<file path="src/rtl/eecfg_pkg.sv">
package eecfg_pkg;

  localparam int FRAME_LEN  = 13;
  localparam int DATA_LEN   = 16;
  localparam int ADDR_NARROW = 6;
  localparam int ADDR_WIDE   = 8;

  typedef enum logic [2:0] {
    SH_IDLE,
    SH_SEL,
    SH_LOW,
    SH_HIGH,
    SH_DESEL
  } shift_st_t;

  typedef enum logic [2:0] {
    SQ_IDLE,
    SQ_PROBE_GO,
    SQ_PROBE_WAIT,
    SQ_SCAN_GO,
    SQ_SCAN_WAIT
  } seq_st_t;

  // Read frame: zero padding, start bit, opcode "10", then the address.
  function automatic logic [FRAME_LEN-1:0] read_frame(input logic [7:0] addr,
                                                       input logic       wide);
    logic [FRAME_LEN-1:0] f;
    if (wide) f = {2'b00, 3'b110, addr};
    else      f = {4'b0000, 3'b110, addr[5:0]};
    return f;
  endfunction

  // Wrap-around checksum step.
  function automatic logic [15:0] sum_step(input logic [15:0] acc,
                                           input logic [15:0] w);
    return acc + w;
  endfunction

  // Byte k of the station address sits at bits 8k+7:8k.
  function automatic logic [47:0] pack_station(input logic [15:0] w0,
                                               input logic [15:0] w1,
                                               input logic [15:0] w2);
    return {w2, w1, w0};
  endfunction

endpackage

</file>
<file path="src/rtl/eecfg_tick.sv">
module eecfg_tick #(
  parameter int HALF_CYC = 100
) (
  input  logic clk_i,
  input  logic rst_ni,
  input  logic run_i,
  output logic tick_o
);

  localparam int HC = (HALF_CYC < 1) ? 1 : HALF_CYC;
  localparam int CW = (HC > 1) ? $clog2(HC) : 1;
  localparam logic [CW-1:0] TOP = CW'(HC - 1);

  logic [CW-1:0] cnt_q;

  always_ff @(posedge clk_i or negedge rst_ni) begin
    if (!rst_ni)                      cnt_q <= '0;
    else if (!run_i || cnt_q == TOP)  cnt_q <= '0;
    else                              cnt_q <= cnt_q + 1'b1;
  end

  assign tick_o = run_i && (cnt_q == TOP);

  // The phase counter advances by one each cycle inside a phase.
  assert_tick_count_R3: assert property (@(posedge clk_i) disable iff (!rst_ni)
    (run_i && $past(run_i) && !$past(tick_o)) |-> (cnt_q == $past(cnt_q) + 1'b1));

endmodule

</file>
<file path="src/rtl/eecfg_shifter.sv">
module eecfg_shifter
  import eecfg_pkg::*;
(
  input  logic        clk_i,
  input  logic        rst_ni,
  input  logic        go_i,
  input  logic [7:0]  addr_i,
  input  logic        wide_i,
  input  logic        tick_i,
  input  logic        sdi_i,
  output logic        run_o,
  output logic        cs_o,
  output logic        sk_o,
  output logic        sdo_o,
  output logic [15:0] word_o,
  output logic        word_valid_o
);

  localparam int LAST_BIT = FRAME_LEN + DATA_LEN - 1;
  localparam int CNT_W    = $clog2(FRAME_LEN + DATA_LEN);

  shift_st_t            st_q, st_n;
  logic [CNT_W-1:0]     cnt_q, cnt_n;
  logic [FRAME_LEN-1:0] frm_q, frm_n;
  logic [15:0]          shr_q, shr_n;
  logic                 fin;
  logic                 cs_q, sk_q, sdo_q, wv_q;
  logic                 cs_n, sk_n, sdo_n;

  always_comb begin
    st_n  = st_q;
    cnt_n = cnt_q;
    frm_n = frm_q;
    shr_n = shr_q;
    fin   = 1'b0;
    unique case (st_q)
      SH_IDLE: if (go_i) begin
        st_n  = SH_SEL;
        frm_n = read_frame(addr_i, wide_i);
        cnt_n = '0;
      end
      SH_SEL:  if (tick_i) st_n = SH_LOW;
      SH_LOW:  if (tick_i) st_n = SH_HIGH;
      SH_HIGH: if (tick_i) begin
        if (int'(cnt_q) >= FRAME_LEN) shr_n = {shr_q[14:0], sdi_i};
        if (int'(cnt_q) == LAST_BIT) st_n = SH_DESEL;
        else begin
          cnt_n = cnt_q + 1'b1;
          st_n  = SH_LOW;
        end
      end
      SH_DESEL: if (tick_i) begin
        st_n = SH_IDLE;
        fin  = 1'b1;
      end
      default: st_n = SH_IDLE;
    endcase
  end

  // Pin values for the next state, registered so the pins never glitch.
  always_comb begin
    cs_n  = (st_n == SH_SEL) || (st_n == SH_LOW) || (st_n == SH_HIGH);
    sk_n  = (st_n == SH_HIGH);
    sdo_n = 1'b0;
    if (((st_n == SH_LOW) || (st_n == SH_HIGH)) && (int'(cnt_n) < FRAME_LEN))
      sdo_n = frm_n[FRAME_LEN - 1 - int'(cnt_n)];
  end

  always_ff @(posedge clk_i or negedge rst_ni) begin
    if (!rst_ni) begin
      st_q  <= SH_IDLE;
      cnt_q <= '0;
      frm_q <= '0;
      shr_q <= '0;
      cs_q  <= 1'b0;
      sk_q  <= 1'b0;
      sdo_q <= 1'b0;
      wv_q  <= 1'b0;
    end else begin
      st_q  <= st_n;
      cnt_q <= cnt_n;
      frm_q <= frm_n;
      shr_q <= shr_n;
      cs_q  <= cs_n;
      sk_q  <= sk_n;
      sdo_q <= sdo_n;
      wv_q  <= fin;
    end
  end

  assign run_o        = (st_q != SH_IDLE);
  assign cs_o         = cs_q;
  assign sk_o         = sk_q;
  assign sdo_o        = sdo_q;
  assign word_o       = shr_q;
  assign word_valid_o = wv_q;

  assert_clk_needs_select_R4: assert property (@(posedge clk_i) disable iff (!rst_ni)
    sk_q |-> cs_q);

  assert_data_steady_high_R3: assert property (@(posedge clk_i) disable iff (!rst_ni)
    (sk_q && $past(sk_q)) |-> $stable(sdo_q));

  assert_clk_moves_on_tick_R3: assert property (@(posedge clk_i) disable iff (!rst_ni)
    !$stable(sk_q) |-> $past(tick_i));

  assert_select_dropped_per_word_R4: assert property (@(posedge clk_i) disable iff (!rst_ni)
    wv_q |-> !cs_q);

  assert_go_only_when_idle_R6: assert property (@(posedge clk_i) disable iff (!rst_ni)
    go_i |-> !run_o);

endmodule

</file>
<file path="src/rtl/eecfg_seq.sv">
module eecfg_seq
  import eecfg_pkg::*;
#(
  parameter int          WORDS = 64,
  parameter logic [15:0] MAGIC = 16'hBABA
) (
  input  logic        clk_i,
  input  logic        rst_ni,
  input  logic        start_i,
  input  logic        word_valid_i,
  input  logic [15:0] word_i,
  output logic        go_o,
  output logic [7:0]  addr_o,
  output logic        wide_o,
  output logic [47:0] station_o,
  output logic        ok_o,
  output logic        done_o,
  output logic        busy_o
);

  localparam int IW = (WORDS > 1) ? $clog2(WORDS) : 1;
  localparam logic [IW-1:0] LAST_IDX = IW'(WORDS - 1);

  seq_st_t       st_q;
  logic          boot_q;
  logic          wide_q;
  logic [IW-1:0] idx_q;
  logic [15:0]   sum_q;
  logic [15:0]   w_q [3];
  logic [47:0]   station_q;
  logic          ok_q, done_q;

  logic          kick;
  logic          last_word;
  logic [15:0]   sum_final;
  logic          image_good;

  assign kick       = (st_q == SQ_IDLE) && (start_i || boot_q);
  assign last_word  = (st_q == SQ_SCAN_WAIT) && word_valid_i && (idx_q == LAST_IDX);
  assign sum_final  = sum_step(sum_q, word_i);
  assign image_good = (sum_final == MAGIC);

  always_ff @(posedge clk_i or negedge rst_ni) begin
    if (!rst_ni) begin
      st_q      <= SQ_IDLE;
      boot_q    <= 1'b1;
      wide_q    <= 1'b0;
      idx_q     <= '0;
      sum_q     <= '0;
      w_q[0]    <= '0;
      w_q[1]    <= '0;
      w_q[2]    <= '0;
      station_q <= '0;
      ok_q      <= 1'b0;
      done_q    <= 1'b0;
    end else begin
      done_q <= 1'b0;
      unique case (st_q)
        SQ_IDLE: if (kick) begin
          boot_q <= 1'b0;
          st_q   <= SQ_PROBE_GO;
        end
        SQ_PROBE_GO: st_q <= SQ_PROBE_WAIT;
        SQ_PROBE_WAIT: if (word_valid_i) begin
          wide_q <= (word_i == 16'hFFFF);
          idx_q  <= '0;
          sum_q  <= '0;
          st_q   <= SQ_SCAN_GO;
        end
        SQ_SCAN_GO: st_q <= SQ_SCAN_WAIT;
        SQ_SCAN_WAIT: if (word_valid_i) begin
          sum_q <= sum_final;
          if (int'(idx_q) < 3) w_q[idx_q[1:0]] <= word_i;
          if (last_word) begin
            ok_q      <= image_good;
            station_q <= image_good ? pack_station(w_q[0], w_q[1], w_q[2]) : '0;
            done_q    <= 1'b1;
            st_q      <= SQ_IDLE;
          end else begin
            idx_q <= idx_q + 1'b1;
            st_q  <= SQ_SCAN_GO;
          end
        end
        default: st_q <= SQ_IDLE;
      endcase
    end
  end

  assign go_o      = (st_q == SQ_PROBE_GO) || (st_q == SQ_SCAN_GO);
  assign addr_o    = (st_q == SQ_PROBE_GO) ? 8'd0 : 8'(idx_q);
  assign wide_o    = (st_q == SQ_PROBE_GO) ? 1'b0 : wide_q;
  assign station_o = station_q;
  assign ok_o      = ok_q;
  assign done_o    = done_q;
  assign busy_o    = (st_q != SQ_IDLE);

  assert_done_single_R12: assert property (@(posedge clk_i) disable iff (!rst_ni)
    done_q |=> !done_q);

  assert_done_when_idle_R12: assert property (@(posedge clk_i) disable iff (!rst_ni)
    done_q |-> !busy_o);

  assert_results_held_R12: assert property (@(posedge clk_i) disable iff (!rst_ni)
    !done_q |-> ($stable(station_q) && $stable(ok_q)));

  assert_zero_on_reject_R9: assert property (@(posedge clk_i) disable iff (!rst_ni)
    (done_q && !ok_q) |-> (station_q == '0));

  assert_start_ignored_R11: assert property (@(posedge clk_i) disable iff (!rst_ni)
    (busy_o && start_i && !last_word) |=> busy_o);

  assert_scan_ascending_R6: assert property (@(posedge clk_i) disable iff (!rst_ni)
    ((st_q == SQ_SCAN_WAIT) && word_valid_i && !last_word) |=> (idx_q == $past(idx_q) + 1'b1));

  assert_probe_narrow_R5: assert property (@(posedge clk_i) disable iff (!rst_ni)
    (st_q == SQ_PROBE_GO) |-> (!wide_o && addr_o == 8'd0));

endmodule

</file>
<file path="src/rtl/eeprom_cfg_loader.sv">
module eeprom_cfg_loader #(
  parameter int          HALF_CYC = 100,
  parameter int          CLK_MHZ  = 100,
  parameter int          WORDS    = 64,
  parameter logic [15:0] MAGIC    = 16'hBABA
) (
  input  logic        clk,
  input  logic        rst_n,
  input  logic        start,
  output logic        rom_cs,
  output logic        rom_clk,
  output logic        rom_mosi,
  input  logic        rom_miso,
  output logic [47:0] station_addr,
  output logic        image_ok,
  output logic        done,
  output logic        busy
);

  // The half period is never shorter than one microsecond of system clocks.
  localparam int HALF_EFF = (HALF_CYC > CLK_MHZ) ? HALF_CYC : CLK_MHZ;

  logic        sh_run, sh_tick;
  logic        sq_go, sq_wide;
  logic [7:0]  sq_addr;
  logic [15:0] sh_word;
  logic        sh_word_valid;

  eecfg_tick #(
    .HALF_CYC (HALF_EFF)
  ) u_tick (
    .clk_i  (clk),
    .rst_ni (rst_n),
    .run_i  (sh_run),
    .tick_o (sh_tick)
  );

  eecfg_shifter u_shifter (
    .clk_i        (clk),
    .rst_ni       (rst_n),
    .go_i         (sq_go),
    .addr_i       (sq_addr),
    .wide_i       (sq_wide),
    .tick_i       (sh_tick),
    .sdi_i        (rom_miso),
    .run_o        (sh_run),
    .cs_o         (rom_cs),
    .sk_o         (rom_clk),
    .sdo_o        (rom_mosi),
    .word_o       (sh_word),
    .word_valid_o (sh_word_valid)
  );

  eecfg_seq #(
    .WORDS (WORDS),
    .MAGIC (MAGIC)
  ) u_seq (
    .clk_i        (clk),
    .rst_ni       (rst_n),
    .start_i      (start),
    .word_valid_i (sh_word_valid),
    .word_i       (sh_word),
    .go_o         (sq_go),
    .addr_o       (sq_addr),
    .wide_o       (sq_wide),
    .station_o    (station_addr),
    .ok_o         (image_ok),
    .done_o       (done),
    .busy_o       (busy)
  );

  assert_select_only_when_busy_R4: assert property (@(posedge clk) disable iff (!rst_n)
    rom_cs |-> busy);

endmodule

</file>
<file path="config.mk">
export PLATFORM = sky130hd
export DESIGN_NAME = eeprom_cfg_loader
export DESIGN_NICKNAME = d
export VERILOG_FILES = /design/src/rtl/eecfg_pkg.sv /design/src/rtl/eecfg_tick.sv /design/src/rtl/eecfg_shifter.sv /design/src/rtl/eecfg_seq.sv /design/src/rtl/eeprom_cfg_loader.sv
export SDC_FILE = /design/constraint.sdc
export NUM_CORES = 1
export LEC_CHECK = 0
export BUFFER_PORTS_ARGS = -buffer_cell sky130_fd_sc_hd__buf_2
export CORE_ASPECT_RATIO = 1.25
export CORE_MARGIN = 2
export CORE_UTILIZATION = 45
export CTS_BUF_LIST = sky130_fd_sc_hd__clkbuf_16
export CTS_CLUSTER_DIAMETER = 150
export CTS_CLUSTER_SIZE = 10
export DETAILED_ROUTE_END_ITERATION = 6
export HOLD_SLACK_MARGIN = 0.12
export PLACE_DENSITY = 0.62
export SETUP_SLACK_MARGIN = 0.5
export SKIP_LAST_GASP = 1
export SYNTH_ARGS = -nofsm -noshare
export SYNTH_HDL_FRONTEND = slang
export SYNTH_SLANG_ARGS = --single-unit
</file>
<file path="constraint.sdc">
create_clock -name clk -period 5.2 [get_ports clk]
set_clock_uncertainty 0.05 [all_clocks]
set_input_delay 0.78 -clock clk [delete_from_list [all_inputs] [get_ports clk]]
set_output_delay 0.78 -clock clk [all_outputs]
set_load 0.02 [all_outputs]
</file>
==> out/results.txt, run 1 <==
run status: completed
setup bufs post-CTS: 0
worst endpoint data arrival time: 4260 ps
Top FF cell, synth: dfrtp_1
Starting Density: 46.1%
setup ws final: 1200 ps
initial antenna violation count: 0
Routed Antenna Nets: 0
setup slack at placement: 1160 ps
via count: 5799
RD Place Congestion: 0.911
drt drc: 0
max-cap viol count: 0
first-pass GRT wire length: 30200 um
Worst-Margin Slew: 1010 ps
CTS tree: done
GRT Total Usage: 20.1%
die area: 0.0191 mm2
number of synthesized register bits: 173
DP Area: 0.00858 mm2
minimum clock period: 4000 ps
core area: 0.0176 mm2
share of cells above drive strength 1: 21.4%
Worst Path Class, Setup: reg2reg
worst-path cell chain: ha_1 -> inv_1 -> fa_1 -> nor2b_1 -> o21ai_0 -> a2111oi_0 -> nand4b_1 -> nor4_1 -> nand3_2 -> o31ai_1
Design Area, Final: 0.00915 mm2
Netlist Area Pre-Place: 0.00810 mm2
worst path bufs/invs: 1
CP Launch Type: flip-flop
I/O pins: 58
antenna diode count: 0
area delta synth->final: 13.0%
CP required: 5460 ps
CTS buffer count: 17
Pwr Density: 309 mW/mm2
routed wire length: 17900 um
Die W: 124 um
Final setup viols: 0
Final period util: 76.9%
Die Y: 154 um
crit path capture type: flip-flop
row count: 54
Post-CTS Resized: 0
Skew-Pair Late Insertion Delay: 430 ps
post-route setup TNS: 0 ps
r2r startpoint: u_shifter.word_o[0]$_DFFE_PN0P_
Leak: 4.36 nW
Slew HR: 32.5%
Hold Crit Class: in2async
Syn Inst Count: 740
DR WL/cell: 17.5 um
largest net degree at the start of global routing: 79
Crit path largest cell delay: 850 ps
Yosys top cell area share: 53.2%
total gr overflow: 0
clock root buffer master: clkbuf_16
EDFF count, synth: 0
Final Max Slew Viols: 0
Max Clock Freq: 250 MHz
CTS Sinks: 173
Synthesized Nets: 769
reg2reg end: u_seq.station_o[39]$_DFFE_PN0P_
Syn. warnings: 0
RSZ-0062 raised after global routing: false
synthesized area per cell: 10.9 um2
IO Port Bufs: 57
H-tree levels: 4
CTS clk-pin slew, worst paths: 70 ps
Final Hold Violating Endpoints: 0
CTS Hold Bufs: 0
worst reg-to-reg path cell count: 10
DRT Pass-1 Iters: 4
Via-to-Cell Ratio: 5.67
drt initial violations: 327
post-DP HPWL: 12400 um
nets: 815
post-synthesis cell type count: 68
vias in the first global route: 5803
R2R Setup Slk: 1200 ps
Synth area leaders: dfrtp_1, mux2_2, nand2_1
sequential share of the synthesized area: 53.5%
Post-synth ARST share: 100%
Critical Path Fanout Max: 48
delay-heaviest family, CP: simple AND/OR/NAND/NOR gates
leading area contributor after synthesis: dfrtp_1
peak supply drop: 0.231 mV
Max clock buf depth: 2
CP max-delay cell: nand3_2
==> synth_stat cells, drive strengths merged (5+ instances only) <==
library cell / n
nand2: 134
clkbuf: 26
nor2b: 5
a21oi: 12
ha: 24
nor3: 6
a21o: 5
o31ai: 53
xnor2: 8
nand3: 14
dfrtp: 172
and2: 9
xor2: 11
mux2: 63
and3: 7
buf: 10
nor2: 33
a211oi: 5
inv: 21
nand4: 12
o21ai: 29
a22o: 14
==> layer usage <==
layer / up-vias / routed length, um / track usage [%]
li1: 2758 / - / -
met1: 2903 / 7970 / 26.4
met2: 117 / 9010 / 33.6
met3: 21 / 648 / 3.86
met4: 0 / 257 / 5.83
met5: - / 0 / 0
==> logic make-up (layout without fill, tap and decap cells) <==
logic type / Yosys count / count (layout) / share of synthesized area, %
and+or+nand+nor: 244 / 244 / 14.1
xor gates and xnor gates: 19 / 19 / 2.06
muxes: 67 / 67 / 9.70
buffers and inverters: 57 / 116 / 2.90
DFF: 173 / 173 / 53.5
adders and majority gates: 25 / 25 / 3.96
AOI/OAI and AO/OA: 155 / 155 / 13.8
==> worst reg2reg max path, cell delays in order, from the launching register on <==
cell       delay [ps]
dfrtp_1           450
ha_1              230
inv_1              70
fa_1              400
nor2b_1           170
o21ai_0           130
a2111oi_0         450
nand4b_1          150
nor4_1            380
nand3_2           850
o31ai_1           580
==> sequential cells by signal (all words and copies together) (netlist names) <==
name / cells
u_shifter.word_valid_o: 1
u_seq.wide_q: 1
u_shifter.st_q: 3
u_seq.idx_q: 6
u_seq.ok_o: 1
u_shifter.frm_q: 13
u_seq.boot_q: 1
u_seq.station_o: 48
u_seq.w_q: 48
u_shifter.cs_o: 1
u_seq.st_q: 3
u_shifter.sdo_o: 1
u_shifter.word_o: 16
u_seq.done_o: 1
u_shifter.sk_o: 1
u_tick.cnt_q: 7
u_seq.sum_q: 16
u_shifter.cnt_q: 5
==> layout by cell type (no fill, tap or decap), types with 3 or more instances in the layout <==
cell / n
ha_1: 24
a211oi_1: 5
buf_2: 56
nand4_1: 12
inv_1: 21
nor2_1: 33
a31oi_1: 4
nor2b_1: 5
inv_6: 3
a21oi_1: 12
or2_2: 4
clkbuf_16: 17
dfrtp_1: 172
xor2_1: 10
nand2b_1: 4
buf_4: 6
mux2_2: 61
o21a_1: 4
a22o_1: 14
nor4_1: 3
xnor2_1: 8
nand3_1: 13
and2_1: 8
o31ai_1: 53
inv_8: 5
and3_1: 5
nand2_1: 134
clkinv_4: 5
o21ai_0: 28
a21o_1: 5
nor3_1: 6
==> through the flow <==
| step | hold slack (ps) | std cells | power (mW) | utilization [%] |
|---|---|---|---|---|
| global placement | 391 | 991 | 1.63 | 48.9 |
| finish | 292 | 1023 | 2.83 | 52.1 |
| global route | 377 | 1023 | 2.95 | 52.1 |
| detailed placement | 409 | 991 | 1.64 | 48.9 |
| CTS | 341 | 1023 | 2.87 | 52.1 |
| floorplan | 376 | 740 | 1.57 | - |
==> power by group <==
part / internal (mW) / total (mW) / switching, mW
sequential: 1.38 / 1.43 / 0.0510
combinational: 0.0647 / 0.176 / 0.111
clock: 0.638 / 1.22 / 0.584
total: 2.08 / 2.83 / 0.746
==> worst max-delay path by stage <==
stage / start / to / slack [ps] / cells after the start
after floorplan: u_tick.cnt_q[0]$_DFF_PN0_ / u_shifter.sdo_o$_DFF_PN0_ / 2140 / 13
after detailed placement: u_shifter.word_o[0]$_DFFE_PN0P_ / u_seq.station_o[2]$_DFFE_PN0P_ / 1160 / 10
after global placement: u_shifter.word_o[0]$_DFFE_PN0P_ / u_seq.station_o[32]$_DFFE_PN0P_ / 1350 / 10
after global routing: u_shifter.word_o[0]$_DFFE_PN0P_ / u_seq.station_o[6]$_DFFE_PN0P_ / 790 / 10
after CTS: u_shifter.word_o[0]$_DFFE_PN0P_ / u_seq.station_o[39]$_DFFE_PN0P_ / 1150 / 10
final: u_shifter.word_o[0]$_DFFE_PN0P_ / u_seq.station_o[39]$_DFFE_PN0P_ / 1200 / 10
==> layout make-up <==
cell class	count	area, um2
Fill cell	1585	8410
Clock inverter	15	146
Inverter	21	78.8
Tap cell	224	280
Sequential cell	173	4330
Multi-Input combinational cell	510	3560
Clock buffer	17	425
Timing Repair Buffer	63	337
Power figures use the tool's default switching activity.
==> run 2: changes to the inputs <==
--- a/config.mk
+++ b/config.mk
@@ -14,7 +14,7 @@
 export CTS_CLUSTER_SIZE = 10
 export DETAILED_ROUTE_END_ITERATION = 6
 export HOLD_SLACK_MARGIN = 0.12
-export PLACE_DENSITY = 0.62
+export PLACE_DENSITY = 0.65
 export SETUP_SLACK_MARGIN = 0.5
 export SKIP_LAST_GASP = 1
 export SYNTH_ARGS = -nofsm -noshare
==> constraint.sdc (replaced) <==
create_clock -name clk -period 3.33 [get_ports clk]
set_clock_uncertainty 0.05 [all_clocks]
set_input_delay 0.4995 -clock clk [delete_from_list [all_inputs] [get_ports clk]]
set_output_delay 0.4995 -clock clk [all_outputs]
set_load 0.02 [all_outputs]
==> out/results.txt, run 2 (same netlist as run 1, synthesis figures left out) <==
minimum clock period: 2990 ps
worst endpoint data arrival time: 3270 ps
Starting Density: 46.1%
die area: 0.0191 mm2
core area: 0.0176 mm2
Leak: 4.88 nW
RD Place Congestion: 0.879
GRT Total Usage: 21.8%
Final Max Slew Viols: 0
DP Area: 0.00875 mm2
vias in the first global route: 6171
Skew-Pair Late Insertion Delay: 430 ps
clock root buffer master: clkbuf_16
CTS buffer count: 17
IO Port Bufs: 57
antenna diode count: 0
run status: completed
post-DP HPWL: 12500 um
CTS tree: done
CP Launch Type: flip-flop
Hold Crit Class: in2reg
Pwr Density: 425 mW/mm2
routed wire length: 22400 um
Critical Path Fanout Max: 8
Design Area, Final: 0.0106 mm2
Max clock buf depth: 2
initial antenna violation count: 0
Worst Path Class, Setup: reg2reg
Final period util: 89.7%
Die W: 124 um
CP required: 3620 ps
H-tree levels: 4
row count: 54
I/O pins: 58
RSZ-0062 raised after global routing: true
CTS Sinks: 173
Die Y: 154 um
crit path capture type: flip-flop
r2r startpoint: u_shifter.word_o[0]$_DFFE_PN0P_
worst reg-to-reg path cell count: 13
Routed Antenna Nets: 0
max-cap viol count: 0
worst-path cell chain: ha_2 -> inv_2 -> fa_2 -> nor2b_4 -> o31a_1 -> buf_6 -> o211ai_1 -> nand4b_1 -> nor4_4 -> nand3_4 -> buf_12 -> buf_8 -> o31ai_2
hold_sp: rom_miso
most common cell after layout, fill and taps aside: dfrtp_1
post-route setup TNS: 0 ps
Crit path largest cell delay: 390 ps
Max Clock Freq: 335 MHz
via count: 6272
Final Hold Violating Endpoints: 0
Worst-Margin Slew: 833 ps
total gr overflow: 0
CTS clk-pin slew, worst paths: 70 ps
Min-Delay Path Depth: 2
peak supply drop: 0.318 mV
drt drc: 0
first-pass GRT wire length: 32300 um
Final setup viols: 0
Slew HR: 44.4%
drt initial violations: 512
Via-to-Cell Ratio: 5.85
CP startpoint: u_shifter.word_o[0]$_DFFE_PN0P_
largest net degree at the start of global routing: 87
DR WL/cell: 20.8 um
DRT Pass-1 Iters: 5
area delta synth->final: 31.5%
CP max-delay cell: dfrtp_1
nets: 865
share of cells above drive strength 1: 36.7%
most frequent cells in the layout: dfrtp_1, nand2_1, mux2_2
run 2: changes by cell type in the layout (fill, tap and decap cells not counted), moves of 6 or more:
cell / change
dfrtp_1: -9
o31ai_4: +37
o31ai_2: +9
dfrtp_2: +9
buf_4: +27
clkbuf_16: +6
o31ai_1: -46
ha_1: -7
buf_12: +7
run 2: cell type report:
cell class | count | area [um2]
inverters | 21 | 78.8
multi-input cells | 510 | 4340
clock buffers | 17 | 425
flip-flops and latches | 173 | 4340
repair buffers | 113 | 1010
clock inverters | 15 | 171
well taps | 224 | 280
fillers | 1366 | 6920
run 2: metal layers:
metal	GRT usage (%)	wire length (um)	up-vias
met1	26.4	8880	3175
met3	3.71	811	56
met4	7.54	868	0
met2	38.6	11800	185
met5	0	0	-
li1	-	-	2856
run 2: path summary, 6_finish.rpt:
check,slack (ps),endpoint
setup / recovery,340,u_seq.station_o[18]$_DFFE_PN0P_
hold / removal,280,u_shifter.word_o[0]$_DFFE_PN0P_
setup reg to reg,340,u_seq.station_o[18]$_DFFE_PN0P_
hold reg to reg,410,u_shifter.frm_q[11]$_DFF_PN0_
max in group asynchronous,1710,u_shifter.word_o[2]$_DFFE_PN0P_
min in group asynchronous,650,u_seq.station_o[11]$_DFFE_PN0P_
run 2: power by group:
part	switching (mW)	leakage [nW]	internal [mW]
Sequential	0.0808	2.37	2.16
Combinational	0.180	2.22	0.111
Clock	0.978	0.285	1.01
Total	1.24	4.88	3.28
run 2: critical path: cells and delay by family, from the launching register on:
family | cells | cell delay (ps)
buffers and inverters | 4 | 530
adders and majority gates | 2 | 430
DFF | 1 | 390
AOI/OAI and AO/OA | 3 | 780
and+or+nand+nor | 4 | 710
run 2: repair_timing:
action	in CTS	in global routing
buffers inserted	14	8
resized for setup	51	99
pin swaps	10	48
hold buffers	1	0
hold endpoints to repair	16	0
setup endpoints to repair	50	50
gates cloned	4	9
run 2: stage by stage:
stage                     hold WS, ps  std cells  utilization (%)  total power [mW]  setup slack, ps
after floorplan                   154        740                -              2.46              507
after global placement            397       1005             49.8              2.55              301
after detailed placement          404       1005             49.8              2.57              242
after CTS                         276       1056             55.8              4.54              500
after global routing              274       1073             60.6              4.69              202
final                             280       1073             60.6              4.52              342
